$ cat config.mk
export PLATFORM = sky130hd
export DESIGN_NAME = match_cap_timer
export DESIGN_NICKNAME = d
export VERILOG_FILES = /design/src/rtl/tmr_pkg.sv /design/src/rtl/tmr_regs.sv /design/src/rtl/tmr_count.sv /design/src/rtl/tmr_capture.sv /design/src/rtl/tmr_irq.sv /design/src/rtl/match_cap_timer.sv
export SDC_FILE = /design/constraint.sdc
export NUM_CORES = 1
export LEC_CHECK = 0
export ABC_AREA = 1
export BUFFER_PORTS_ARGS = -buffer_cell sky130_fd_sc_hd__buf_2
export CORE_MARGIN = 1.5
export CORE_UTILIZATION = 50
export CTS_CLUSTER_SIZE = 16
export DETAILED_ROUTE_END_ITERATION = 16
export PLACE_DENSITY = 0.76
export SLEW_MARGIN = 20
export SYNTH_ARGS = -nofsm -noshare
export SYNTH_HDL_FRONTEND = slang
export SYNTH_HIERARCHICAL = 1
export SYNTH_SLANG_ARGS = --single-unit
$ cat constraint.sdc
create_clock -name clk_i -period 2.4 [get_ports clk_i]
set_input_delay 0.12 -clock clk_i [delete_from_list [all_inputs] [get_ports clk_i]]
set_output_delay 0.12 -clock clk_i [all_outputs]
set_load 0.02 [all_outputs]
$ cat src/rtl/tmr_pkg.sv
package tmr_pkg;
  typedef struct packed {
    logic stop;
    logic rst;
    logic irq;
  } mch_ctl_t;

  typedef struct packed {
    logic irq;
    logic fall;
    logic rise;
  } cap_ctl_t;

  localparam int unsigned ADDR_CTRL  = 0;
  localparam int unsigned ADDR_PRE   = 1;
  localparam int unsigned ADDR_MCTL  = 2;
  localparam int unsigned ADDR_CCTL  = 3;
  localparam int unsigned ADDR_ICLR  = 4;
  localparam int unsigned ADDR_MATCH = 8;
endpackage

$ cat src/rtl/tmr_regs.sv
module tmr_regs
  import tmr_pkg::*;
#(
  parameter int unsigned CNT_W   = 32,
  parameter int unsigned N_MATCH = 4,
  parameter int unsigned N_CAP   = 2,
  parameter int unsigned ADDR_W  = 5,
  localparam int unsigned N_IRQ  = N_MATCH + N_CAP
) (
  input  logic                              clk_i,
  input  logic                              rst_ni,
  input  logic                              wr_en_i,
  input  logic [ADDR_W-1:0]                 wr_addr_i,
  input  logic [CNT_W-1:0]                  wr_data_i,
  input  logic                              stop_evt_i,
  output logic                              run_o,
  output logic                              hold_o,
  output logic [CNT_W-1:0]                  pre_o,
  output mch_ctl_t [N_MATCH-1:0]            mctl_o,
  output cap_ctl_t [N_CAP-1:0]              cctl_o,
  output logic [N_MATCH-1:0][CNT_W-1:0]     mval_o,
  output logic [N_IRQ-1:0]                  iclr_o
);
  logic sel_ctrl, sel_pre, sel_mctl, sel_cctl, sel_iclr;
  logic run_q, hold_q;
  logic [CNT_W-1:0] pre_q;
  logic [3*N_MATCH-1:0] mctl_q;
  logic [3*N_CAP-1:0] cctl_q;

  assign sel_ctrl = wr_en_i && (wr_addr_i == ADDR_W'(ADDR_CTRL));
  assign sel_pre  = wr_en_i && (wr_addr_i == ADDR_W'(ADDR_PRE));
  assign sel_mctl = wr_en_i && (wr_addr_i == ADDR_W'(ADDR_MCTL));
  assign sel_cctl = wr_en_i && (wr_addr_i == ADDR_W'(ADDR_CCTL));
  assign sel_iclr = wr_en_i && (wr_addr_i == ADDR_W'(ADDR_ICLR));

  always_ff @(posedge clk_i or negedge rst_ni) begin
    if (!rst_ni) begin
      run_q  <= 1'b0;
      hold_q <= 1'b0;
      pre_q  <= '0;
      mctl_q <= '0;
      cctl_q <= '0;
    end else begin
      if (sel_ctrl) begin
        run_q  <= wr_data_i[0];
        hold_q <= wr_data_i[1];
      end
      // halt from a compare channel wins over a same-cycle write
      if (stop_evt_i) run_q <= 1'b0;
      if (sel_pre)  pre_q  <= wr_data_i;
      if (sel_mctl) mctl_q <= wr_data_i[3*N_MATCH-1:0];
      if (sel_cctl) cctl_q <= wr_data_i[3*N_CAP-1:0];
    end
  end

  for (genvar i = 0; i < N_MATCH; i++) begin : g_mval
    logic sel_m;
    logic [CNT_W-1:0] mval_q;
    assign sel_m = wr_en_i && (wr_addr_i == ADDR_W'(ADDR_MATCH + i));
    always_ff @(posedge clk_i or negedge rst_ni) begin
      if (!rst_ni)    mval_q <= '0;
      else if (sel_m) mval_q <= wr_data_i;
    end
    assign mval_o[i] = mval_q;
    assign mctl_o[i] = mch_ctl_t'(mctl_q[3*i +: 3]);
  end

  for (genvar j = 0; j < N_CAP; j++) begin : g_cctl
    assign cctl_o[j] = cap_ctl_t'(cctl_q[3*j +: 3]);
  end

  assign run_o  = run_q;
  assign hold_o = hold_q;
  assign pre_o  = pre_q;
  assign iclr_o = sel_iclr ? wr_data_i[N_IRQ-1:0] : '0;
endmodule

$ cat src/rtl/tmr_count.sv
module tmr_count
  import tmr_pkg::*;
#(
  parameter int unsigned CNT_W   = 32,
  parameter int unsigned N_MATCH = 4
) (
  input  logic                          clk_i,
  input  logic                          rst_ni,
  input  logic                          run_i,
  input  logic                          hold_i,
  input  logic [CNT_W-1:0]              pre_i,
  input  mch_ctl_t [N_MATCH-1:0]        mctl_i,
  input  logic [N_MATCH-1:0][CNT_W-1:0] mval_i,
  output logic [CNT_W-1:0]              tc_o,
  output logic [N_MATCH-1:0]            match_o,
  output logic [N_MATCH-1:0]            mch_irq_o,
  output logic                          stop_evt_o,
  output logic                          rst_evt_o
);
  logic [CNT_W-1:0] pc_q, tc_q;
  logic tick;
  logic [N_MATCH-1:0] rst_hit, stop_hit;

  // >= guards against a limit lowered below the running prescale count
  assign tick = run_i && !hold_i && (pc_q >= pre_i);

  for (genvar i = 0; i < N_MATCH; i++) begin : g_cmp
    logic hit;
    assign match_o[i]   = (tc_q == mval_i[i]);
    assign hit          = tick && match_o[i];
    assign mch_irq_o[i] = hit && mctl_i[i].irq;
    assign rst_hit[i]   = hit && mctl_i[i].rst;
    assign stop_hit[i]  = hit && mctl_i[i].stop;
  end

  assign rst_evt_o  = |rst_hit;
  assign stop_evt_o = |stop_hit;

  always_ff @(posedge clk_i or negedge rst_ni) begin
    if (!rst_ni) begin
      pc_q <= '0;
      tc_q <= '0;
    end else if (hold_i) begin
      pc_q <= '0;
      tc_q <= '0;
    end else if (run_i) begin
      if (tick) begin
        pc_q <= '0;
        if (rst_evt_o)       tc_q <= '0;
        else if (!stop_evt_o) tc_q <= tc_q + 1'b1;
      end else begin
        pc_q <= pc_q + 1'b1;
      end
    end
  end

  assign tc_o = tc_q;
endmodule

$ cat src/rtl/tmr_capture.sv
module tmr_capture
  import tmr_pkg::*;
#(
  parameter int unsigned CNT_W = 32,
  parameter int unsigned N_CAP = 2
) (
  input  logic                        clk_i,
  input  logic                        rst_ni,
  input  logic [N_CAP-1:0]            cap_i,
  input  cap_ctl_t [N_CAP-1:0]        cctl_i,
  input  logic [CNT_W-1:0]            tc_i,
  output logic [N_CAP-1:0][CNT_W-1:0] cap_val_o,
  output logic [N_CAP-1:0]            cap_irq_o
);
  for (genvar j = 0; j < N_CAP; j++) begin : g_cap
    logic s1_q, s2_q, prev_q, load;
    logic [CNT_W-1:0] val_q;

    assign load = (s2_q && !prev_q && cctl_i[j].rise) ||
                  (!s2_q && prev_q && cctl_i[j].fall);

    always_ff @(posedge clk_i or negedge rst_ni) begin
      if (!rst_ni) begin
        s1_q   <= 1'b0;
        s2_q   <= 1'b0;
        prev_q <= 1'b0;
        val_q  <= '0;
      end else begin
        s1_q   <= cap_i[j];
        s2_q   <= s1_q;
        prev_q <= s2_q;
        if (load) val_q <= tc_i;
      end
    end

    assign cap_val_o[j] = val_q;
    assign cap_irq_o[j] = load && cctl_i[j].irq;
  end
endmodule

$ cat src/rtl/tmr_irq.sv
module tmr_irq #(
  parameter int unsigned N_IRQ = 6
) (
  input  logic             clk_i,
  input  logic             rst_ni,
  input  logic [N_IRQ-1:0] set_i,
  input  logic [N_IRQ-1:0] clr_i,
  output logic [N_IRQ-1:0] flags_o
);
  logic [N_IRQ-1:0] flags_q;

  // a set in the same cycle as its clear keeps the flag
  always_ff @(posedge clk_i or negedge rst_ni) begin
    if (!rst_ni) flags_q <= '0;
    else         flags_q <= (flags_q & ~clr_i) | set_i;
  end

  assign flags_o = flags_q;
endmodule

$ cat src/rtl/match_cap_timer.sv
module match_cap_timer
  import tmr_pkg::*;
#(
  parameter int unsigned CNT_W   = 32,
  parameter int unsigned N_MATCH = 4,
  parameter int unsigned N_CAP   = 2,
  parameter int unsigned ADDR_W  = 5,
  localparam int unsigned N_IRQ  = N_MATCH + N_CAP
) (
  input  logic                     clk_i,
  input  logic                     rst_ni,
  input  logic                     wr_en_i,
  input  logic [ADDR_W-1:0]        wr_addr_i,
  input  logic [CNT_W-1:0]         wr_data_i,
  input  logic [N_CAP-1:0]         cap_i,
  output logic [CNT_W-1:0]         tc_o,
  output logic                     run_o,
  output logic [N_CAP*CNT_W-1:0]   cap_val_o,
  output logic [N_MATCH-1:0]       match_o,
  output logic [N_IRQ-1:0]         irq_o
);
  logic hold, stop_evt, rst_evt;
  logic [CNT_W-1:0] pre;
  mch_ctl_t [N_MATCH-1:0] mctl;
  cap_ctl_t [N_CAP-1:0] cctl;
  logic [N_MATCH-1:0][CNT_W-1:0] mval;
  logic [N_IRQ-1:0] iclr;
  logic [N_MATCH-1:0] mch_irq;
  logic [N_CAP-1:0] cap_irq;
  logic [N_CAP-1:0][CNT_W-1:0] cap_val;

  tmr_regs #(
    .CNT_W(CNT_W), .N_MATCH(N_MATCH), .N_CAP(N_CAP), .ADDR_W(ADDR_W)
  ) u_regs (
    .clk_i, .rst_ni, .wr_en_i, .wr_addr_i, .wr_data_i,
    .stop_evt_i(stop_evt),
    .run_o,
    .hold_o(hold),
    .pre_o(pre),
    .mctl_o(mctl),
    .cctl_o(cctl),
    .mval_o(mval),
    .iclr_o(iclr)
  );

  tmr_count #(.CNT_W(CNT_W), .N_MATCH(N_MATCH)) u_count (
    .clk_i, .rst_ni,
    .run_i(run_o),
    .hold_i(hold),
    .pre_i(pre),
    .mctl_i(mctl),
    .mval_i(mval),
    .tc_o,
    .match_o,
    .mch_irq_o(mch_irq),
    .stop_evt_o(stop_evt),
    .rst_evt_o(rst_evt)
  );

  tmr_capture #(.CNT_W(CNT_W), .N_CAP(N_CAP)) u_capture (
    .clk_i, .rst_ni, .cap_i,
    .cctl_i(cctl),
    .tc_i(tc_o),
    .cap_val_o(cap_val),
    .cap_irq_o(cap_irq)
  );

  tmr_irq #(.N_IRQ(N_IRQ)) u_irq (
    .clk_i, .rst_ni,
    .set_i({cap_irq, mch_irq}),
    .clr_i(iclr),
    .flags_o(irq_o)
  );

  for (genvar j = 0; j < N_CAP; j++) begin : g_flat
    assign cap_val_o[j*CNT_W +: CNT_W] = cap_val[j];
  end
endmodule

==> summary.txt, run 1 <==
Placement
  • DP Cell Count: about 2700
  • Final RePlAce weighted congestion: between 0.9 and 1
  • Placed inst area: 18600 µm²
  • IO Port Bufs: 148
  • Hpwl dp: between 30000 and 40000 µm

Finish
  • Area delta synth->final: 22.9%
  • Fillers: between 2000 and 3000
  • ANT cells: 0
  • Most common cell after layout, fill and taps aside: nand2_1
  • Layout cells sized above 1: 0.196
  • Final instance area: ~21000 µm²
  • Post-Layout Cell Count: 2822
  • Final-stage net count: about 2400
  • Final core occ: 0.622
  • Most frequent cells in the layout: nand2_1, dfrtp_1, nand3_1

Logic synthesis
  • Yosys reg bits: between 300 and 400
  • Post-synth cell types: 42
  • Register area share after synthesis: 0.473
  • Post-synth EDFFs: 0
  • YS warnings: 6
  • Synthesized Nets: approximately 2200
  • Cells after Synth: 2110
  • Syn_area_per_cell: approximately 8.0 µm²
  • Post-synth top area share: 0.473
  • Leading register cell type out of synthesis: dfrtp_1
  • Post-synth top area cell: dfrtp_1
  • Synthesized cell area: about 17000 µm²
  • Synth async-reset ratio: 1.00
  • Synth top area cells: dfrtp_1, nand2_1, nand3_1

Global routing
  • Overall Global Routing Usage: 0.271
  • GRT overflow: 0
  • Initial antenna violation count: 0
  • First-pass GRT wire length: just under 80000 µm
  • Vias in the first global route: 15000
  • Largest net degree at the start of global routing: 79

Worst setup path
  • Crit path DAT: 2.97 ns
  • Setup crit start kind: flip-flop
  • Kind of critical path: flip-flop to flip-flop
  • WP data required: approximately 2.9 ns
  • Crit Path Max Fanout: 6
  • Critical path endpoint category: flip-flop

Timing
  • Final hold viol count: 0
  • Clock skew: ~0.013 ns
  • RSZ-0062 raised after global routing: yes
  • Worst Max-Slew Pin Slew: about 0.73 ns
  • Slew headroom: 0.515
  • Slew Limit Fails: 0
  • Period utilization: 1.04
  • Setup WS post-layout: -0.106 ns
  • Final TNS setup: -2.29 ns
  • Final setup fails: 32
  • Tmin final: about 2.5 ns
  • Max Fclk: approximately 400 MHz

Drt
  • Via count: ~16000
  • DR WL/cell: 17.7 µm
  • Final ANT Viol Nets: 0
  • Iter 0 DRT Violations: 1725
  • Post-Route WL: 49800 µm
  • Via density: about 5.6
  • Drt first pass iters: 7
  • Detailed-route DRC error count: 0

Clock tree
  • TritonCTS Buffers: 36
  • Clock Latency Late Sink: 0.52 ns
  • CTS root buf: clkbuf_16
  • Clock slew at reported path FFs: roughly 0.060 ns
  • CTS tree: built
  • Maximum buffer depth of the clock tree: 3
  • CTS H-tree depth: 2
  • Num Clock Sinks: 320

Floorplan
  • Height of the die: ~190 µm
  • Total die area: 35000 µm²
  • # IOs: 149
  • Die width: between 150 and 200 µm
  • FP Rows: 67
  • Initial Util: 0.506
  • Core ar.: around 33000 µm²

Run
  • Max Cap Viol: 0

Power
  • VDD IR max: roughly 0.45 mV
  • Pwr dens: between 700 and 800 nW/µm²
  • Power after layout: between 10000 and 15000 µW
  • Leakage: 0.0109 µW

Min path
  • Worst Hold Class: input pin to flip-flop

Run status
  • Failing checks: setup timing
  • Status: complete, but fails checks
-- power by group --
part / switching (µW) / total [µW] / internal, µW
registers: 491 / 6550 / 6060
logic: 1690 / 2780 / 1090
clock network: 2240 / 5660 / 3420
-- worst paths after layout --
check	from	endpoint	slack [ns]	cells after the start
worst max-delay path	u_count/pc_q[23]$_DFFE_PN0P_	u_count/tc_o[19]$_DFFE_PN0P_	-0.11	15
worst min-delay path	wr_addr_i[4]	u_regs/hold_o$_DFFE_PN0P_	0.02	4
worst max register to register	u_count/pc_q[23]$_DFFE_PN0P_	u_count/tc_o[19]$_DFFE_PN0P_	-0.11	15
worst min register to register	u_capture/g_cap[1].s1_q$_DFF_PN0_	u_capture/g_cap[1].s2_q$_DFF_PN0_	0.36	0
max in group asynchronous	rst_ni	u_regs/g_mval[1].mval_q[23]$_DFFE_PN0P_	1.41	3
min in group asynchronous	rst_ni	u_capture/g_cap[0].val_q[27]$_DFFE_PN0P_	0.19	2
-- sequential cells by signal, indices dropped and copies added (netlist names) --
register,cells
u_capture/g_cap.prev_q,2
u_capture/g_cap.s1_q,2
u_capture/g_cap.s2_q,2
u_capture/g_cap.val_q,64
u_count/pc_q,32
u_count/tc_o,32
u_irq/flags_o,6
u_regs/cctl_o,6
u_regs/g_mval.mval_q,128
u_regs/hold_o,1
u_regs/mctl_o,12
u_regs/pre_o,32
u_regs/run_o,1
-- cell families (layout without fill, tap and decap cells) --
kind of cell | Yosys count | in the layout | share of synthesized area
xor gates and xnor gates | 163 | 163 | 0.0843
buffers and inverters | 254 | 517 | 0.0730
adders and majority gates | 34 | 34 | 0.0251
DFF | 320 | 320 | 0.473
and+or+nand+nor | 1263 | 1264 | 0.319
AOI/OAI and AO/OA | 76 | 76 | 0.0256
-- repair_timing --
item,CTS,global route
buffers inserted,2,12
endpoints found under the hold margin,247,0
pin swaps,4,32
hold buffers,36,0
endpoints found under the setup margin,40,52
resized for setup,25,87
gates cloned,1,7
-- cells in the mapped netlist, types with 2 or more instances --
library cell / count
nand2_1: 740
dfrtp_1: 320
nand3_1: 286
nor2_1: 132
inv_1: 121
xor2_1: 90
xnor2_1: 73
buf_2: 67
nand4_1: 44
buf_4: 37
ha_1: 34
a21oi_1: 25
o21ai_0: 22
nor3_1: 19
o22ai_1: 16
nor4_1: 12
clkbuf_1: 11
buf_6: 8
inv_2: 7
nor2_2: 6
and3_1: 4
nand3_2: 4
nor2_4: 4
a31oi_1: 3
nand2_2: 3
nand2_4: 3
a21boi_0: 2
buf_1: 2
o21a_1: 2
-- area by class of cell --
cell class / count / area (µm²) / area share
Multi-Input combinational cell: 1537 / 8110 / 0.390
Inverter: 129 / 495 / 0.0238
Clock inverter: 14 / 178 / 0.00854
Tap cell: 448 / 561 / 0.0269
Sequential cell: 320 / 8020 / 0.385
Timing Repair Buffer: 328 / 2430 / 0.117
Timing Repair inverter: 1 / 7.51 / 0.000361
Clock buffer: 45 / 1020 / 0.0488
-- worst max-delay path, stage by stage, from the launching register on --
cell and delay, ns:
dfrtp_1 0.41, ha_1 0.32, nand2_1 0.16, o21a_1 0.15
nand2_1 0.09, a21oi_4 0.24, nand2_4 0.10, nand4_1 0.11
nand2_2 0.08, nor2_4 0.15, buf_12 0.15, inv_6 0.06
clkbuf_16 0.17, nor2_2 0.11, nand3_1 0.09, nand2_1 0.06
-- routing by layer --
metal | wire [µm] | up-vias | part of all wire | global-route usage
met5 | 0 | - | 0 | 0
met4 | 1700 | 0 | 0.034 | 0.0921
met3 | 4090 | 131 | 0.082 | 0.0411
met2 | 23500 | 837 | 0.47 | 0.446
met1 | 20500 | 7531 | 0.41 | 0.367
li1 | - | 7217 | - | -
-- stage by stage --
stage                     worst slack, ns  hold slack, ns
after floorplan                    0.0849          -0.176
after global placement             -0.128           0.171
after detailed placement           -0.200           0.176
after CTS                         -0.0143          0.0161
after global routing               -0.225          0.0386
final                              -0.106          0.0238
Note: power is estimated with default switching activity, not from simulation.
==> run 2, diff against run 1 <==
--- a/config.mk
+++ b/config.mk
@@ -11,6 +11,7 @@
 export CORE_UTILIZATION = 50
 export CTS_CLUSTER_SIZE = 16
 export DETAILED_ROUTE_END_ITERATION = 16
+export GPL_TIMING_DRIVEN = 0
 export PLACE_DENSITY = 0.76
 export SLEW_MARGIN = 20
 export SYNTH_ARGS = -nofsm -noshare
==> run 2 against run 1 <==
Effect of this change:
- the flow still finishes with violations (setup timing)
- critical endpoint unchanged
- via count is 0.76% higher
- first-iteration DRC count is 21% lower
- clock skew is 0.012 ns higher
- sequential power hardly changed
- clock-buffer cell count is 1 higher
- final cell count is 2.2% higher
- final area is 2.7% higher
- register-to-register slack worse by 0.08 ns
- sequential cell count stayed put
==> summary.txt, run 2 (synthesized netlist as in run 1, its figures left out) <==
Run status
  • Status: complete, but fails checks
  • Failing checks: setup timing

Clock tree
  • Clock slew at reported path FFs: roughly 0.060 ns
  • CTS tree: built
  • TritonCTS Buffers: 36
  • Maximum buffer depth of the clock tree: 3
  • CTS H-tree depth: 2
  • CTS root buf: clkbuf_16
  • Num Clock Sinks: 320
  • Clock Latency Late Sink: ~0.54 ns

Floorplan
  • Total die area: roughly 35000 µm²
  • Core ar.: between 30000 and 40000 µm²
  • # IOs: between 100 and 150
  • FP Rows: 67
  • Die width: around 190 µm
  • Initial Util: 0.506
  • Height of the die: between 150 and 200 µm

Global routing
  • First-pass GRT wire length: approximately 77000 µm
  • Largest net degree at the start of global routing: 95
  • GRT overflow: 0
  • Initial antenna violation count: 2
  • Overall Global Routing Usage: 0.271
  • Vias in the first global route: about 15000

Timing
  • Setup WS post-layout: -0.184 ns
  • Max Fclk: a little under 400 MHz
  • Clock skew: roughly 0.024 ns
  • Tmin final: 2.58 ns
  • Final setup fails: 35
  • Slew headroom: 0.443
  • Worst Max-Slew Pin Slew: between 0.8 and 0.9 ns
  • Period utilization: 1.08
  • Worst hold slack: about 0.032 ns
  • Final hold viol count: 0
  • Slew Limit Fails: 0
  • RSZ-0062 raised after global routing: yes

Drt
  • DR WL/cell: 17.3 µm
  • Via density: around 5.5
  • Detailed-route DRC error count: 0
  • Iter 0 DRT Violations: 1362
  • Drt first pass iters: 6
  • Post-Route WL: 49900 µm
  • Via count: 15800
  • Final ANT Viol Nets: 0

Finish
  • Area delta synth->final: 26.3%
  • Max reg flops: 128
  • Top reg by flops: u_regs/g_mval.mval_q
  • Final-stage net count: between 2000 and 2500
  • Largest regs: u_regs/g_mval.mval_q x128, u_capture/g_cap.val_q x64
  • Most common cell after layout, fill and taps aside: nand2_1
  • Layout cells sized above 1: 0.228
  • Post-Layout Cell Count: approximately 2900
  • Most frequent cells in the layout: nand2_1, dfrtp_1, nand3_1

Power
  • VDD IR max: 0.894 mV
  • Leakage: 0.0112 µW
  • Power after layout: about 15000 µW
  • Pwr dens: between 700 and 800 nW/µm²

Placement
  • Final RePlAce weighted congestion: about 0.96
  • IO Port Bufs: 142
  • DP Worst Slack: -0.660 ns
  • Hpwl dp: roughly 34000 µm
  • DP Cell Count: between 2000 and 3000

Min path
  • Worst Hold Class: input pin to flip-flop

Worst setup path
  • WP data required: 2.81 ns
  • Crit Path Max Fanout: 8
  • Critical path endpoint category: flip-flop
  • Crit path DAT: around 3.0 ns
  • Setup crit start kind: flip-flop
  • Kind of critical path: flip-flop to flip-flop

Run
  • Max Cap Viol: 0
==> run 2: cell types whose count changed in the layout (fill, tap and decap cells not counted), moves of 6 or more <==
| cell | change |
|---|---|
| nand2_2 | +10 |
| nor2_4 | +10 |
| dfrtp_2 | +6 |
| nand2_1 | -10 |
| buf_12 | -7 |
| dfrtp_1 | -7 |
| buf_4 | -22 |
| buf_6 | +10 |
| clkbuf_1 | +11 |
| buf_2 | +54 |
==> run 2: power by group <==
part	internal (µW)	leakage [µW]	switching, µW
logic	1150	0.00631	1780
registers	6060	0.00422	468
clock network	3650	0.000638	2310
total	10900	0.0112	4560
==> run 2: critical path: stages, from the launching register on <==
cell       delay (ns)
dfrtp_1          0.42
buf_4            0.21
xor2_1           0.17
nor2_1           0.12
nand2_1          0.08
nor2_2           0.14
nand2_2          0.10
nor2_4           0.17
buf_4            0.14
nand4_1          0.09
nand2_2          0.11
nor2_4           0.05
buf_12           0.13
buf_8            0.12
inv_8            0.08
clkbuf_16        0.17
nor2_4           0.03
nand3_1          0.07
nand2_1          0.05
==> run 2: per-stage QoR <==
stage / instance area, µm² / setup TNS, ns / util
CTS: 20500 / -1.94 / 0.611
global placement: 18200 / -1553.81 / 0.544
floorplan: 16900 / 0 / -
detailed placement: 18300 / -25.84 / 0.547
finish: 21400 / -4.87 / 0.639
global route: 21400 / -9.45 / 0.639
==> run 2: layout make-up <==
class	count	area [µm²]
fillers	2661	12100
multi-input cells	1537	8290
flip-flops and latches	320	8030
repair buffers	262	1920
clock buffers	46	1010
plain buffers	119	791
well taps	448	561
inverters	129	509
clock inverters	20	269
diodes	2	5.00
==> run 2: what timing repair did <==
item,4_1_cts,5_1_grt
endpoints found under the setup margin,61,66
cloned,3,4
resized for setup,71,142
pin swaps,25,59
buffers inserted,31,46
endpoints found under the hold margin,234,0
hold buffers,34,0
==> run 2: routing by layer <==
layer,part of all wire,wire (µm),GRT usage,vias up
li1,-,-,-,7341
met1,0.40,20000,0.354,7560
met2,0.48,24000,0.453,784
met3,0.075,3720,0.0388,151
met4,0.043,2160,0.112,0
met5,0,0,0,-
==> run 2: path summary, 6_finish.rpt <==
check | depth (start not counted) | from | slack [ns] | end
max | 18 | u_count/tc_o[14]$_DFFE_PN0P_ | -0.18 | u_count/tc_o[19]$_DFFE_PN0P_
min | 4 | wr_addr_i[4] | 0.03 | u_regs/hold_o$_DFFE_PN0P_
max reg2reg | 18 | u_count/tc_o[14]$_DFFE_PN0P_ | -0.18 | u_count/tc_o[19]$_DFFE_PN0P_
min reg2reg | 0 | u_capture/g_cap[0].s1_q$_DFF_PN0_ | 0.36 | u_capture/g_cap[0].s2_q$_DFF_PN0_
max in group asynchronous | 4 | rst_ni | 1.02 | u_regs/g_mval[2].mval_q[4]$_DFFE_PN0P_
min in group asynchronous | 2 | rst_ni | 0.11 | u_capture/g_cap[1].val_q[28]$_DFFE_PN0P_
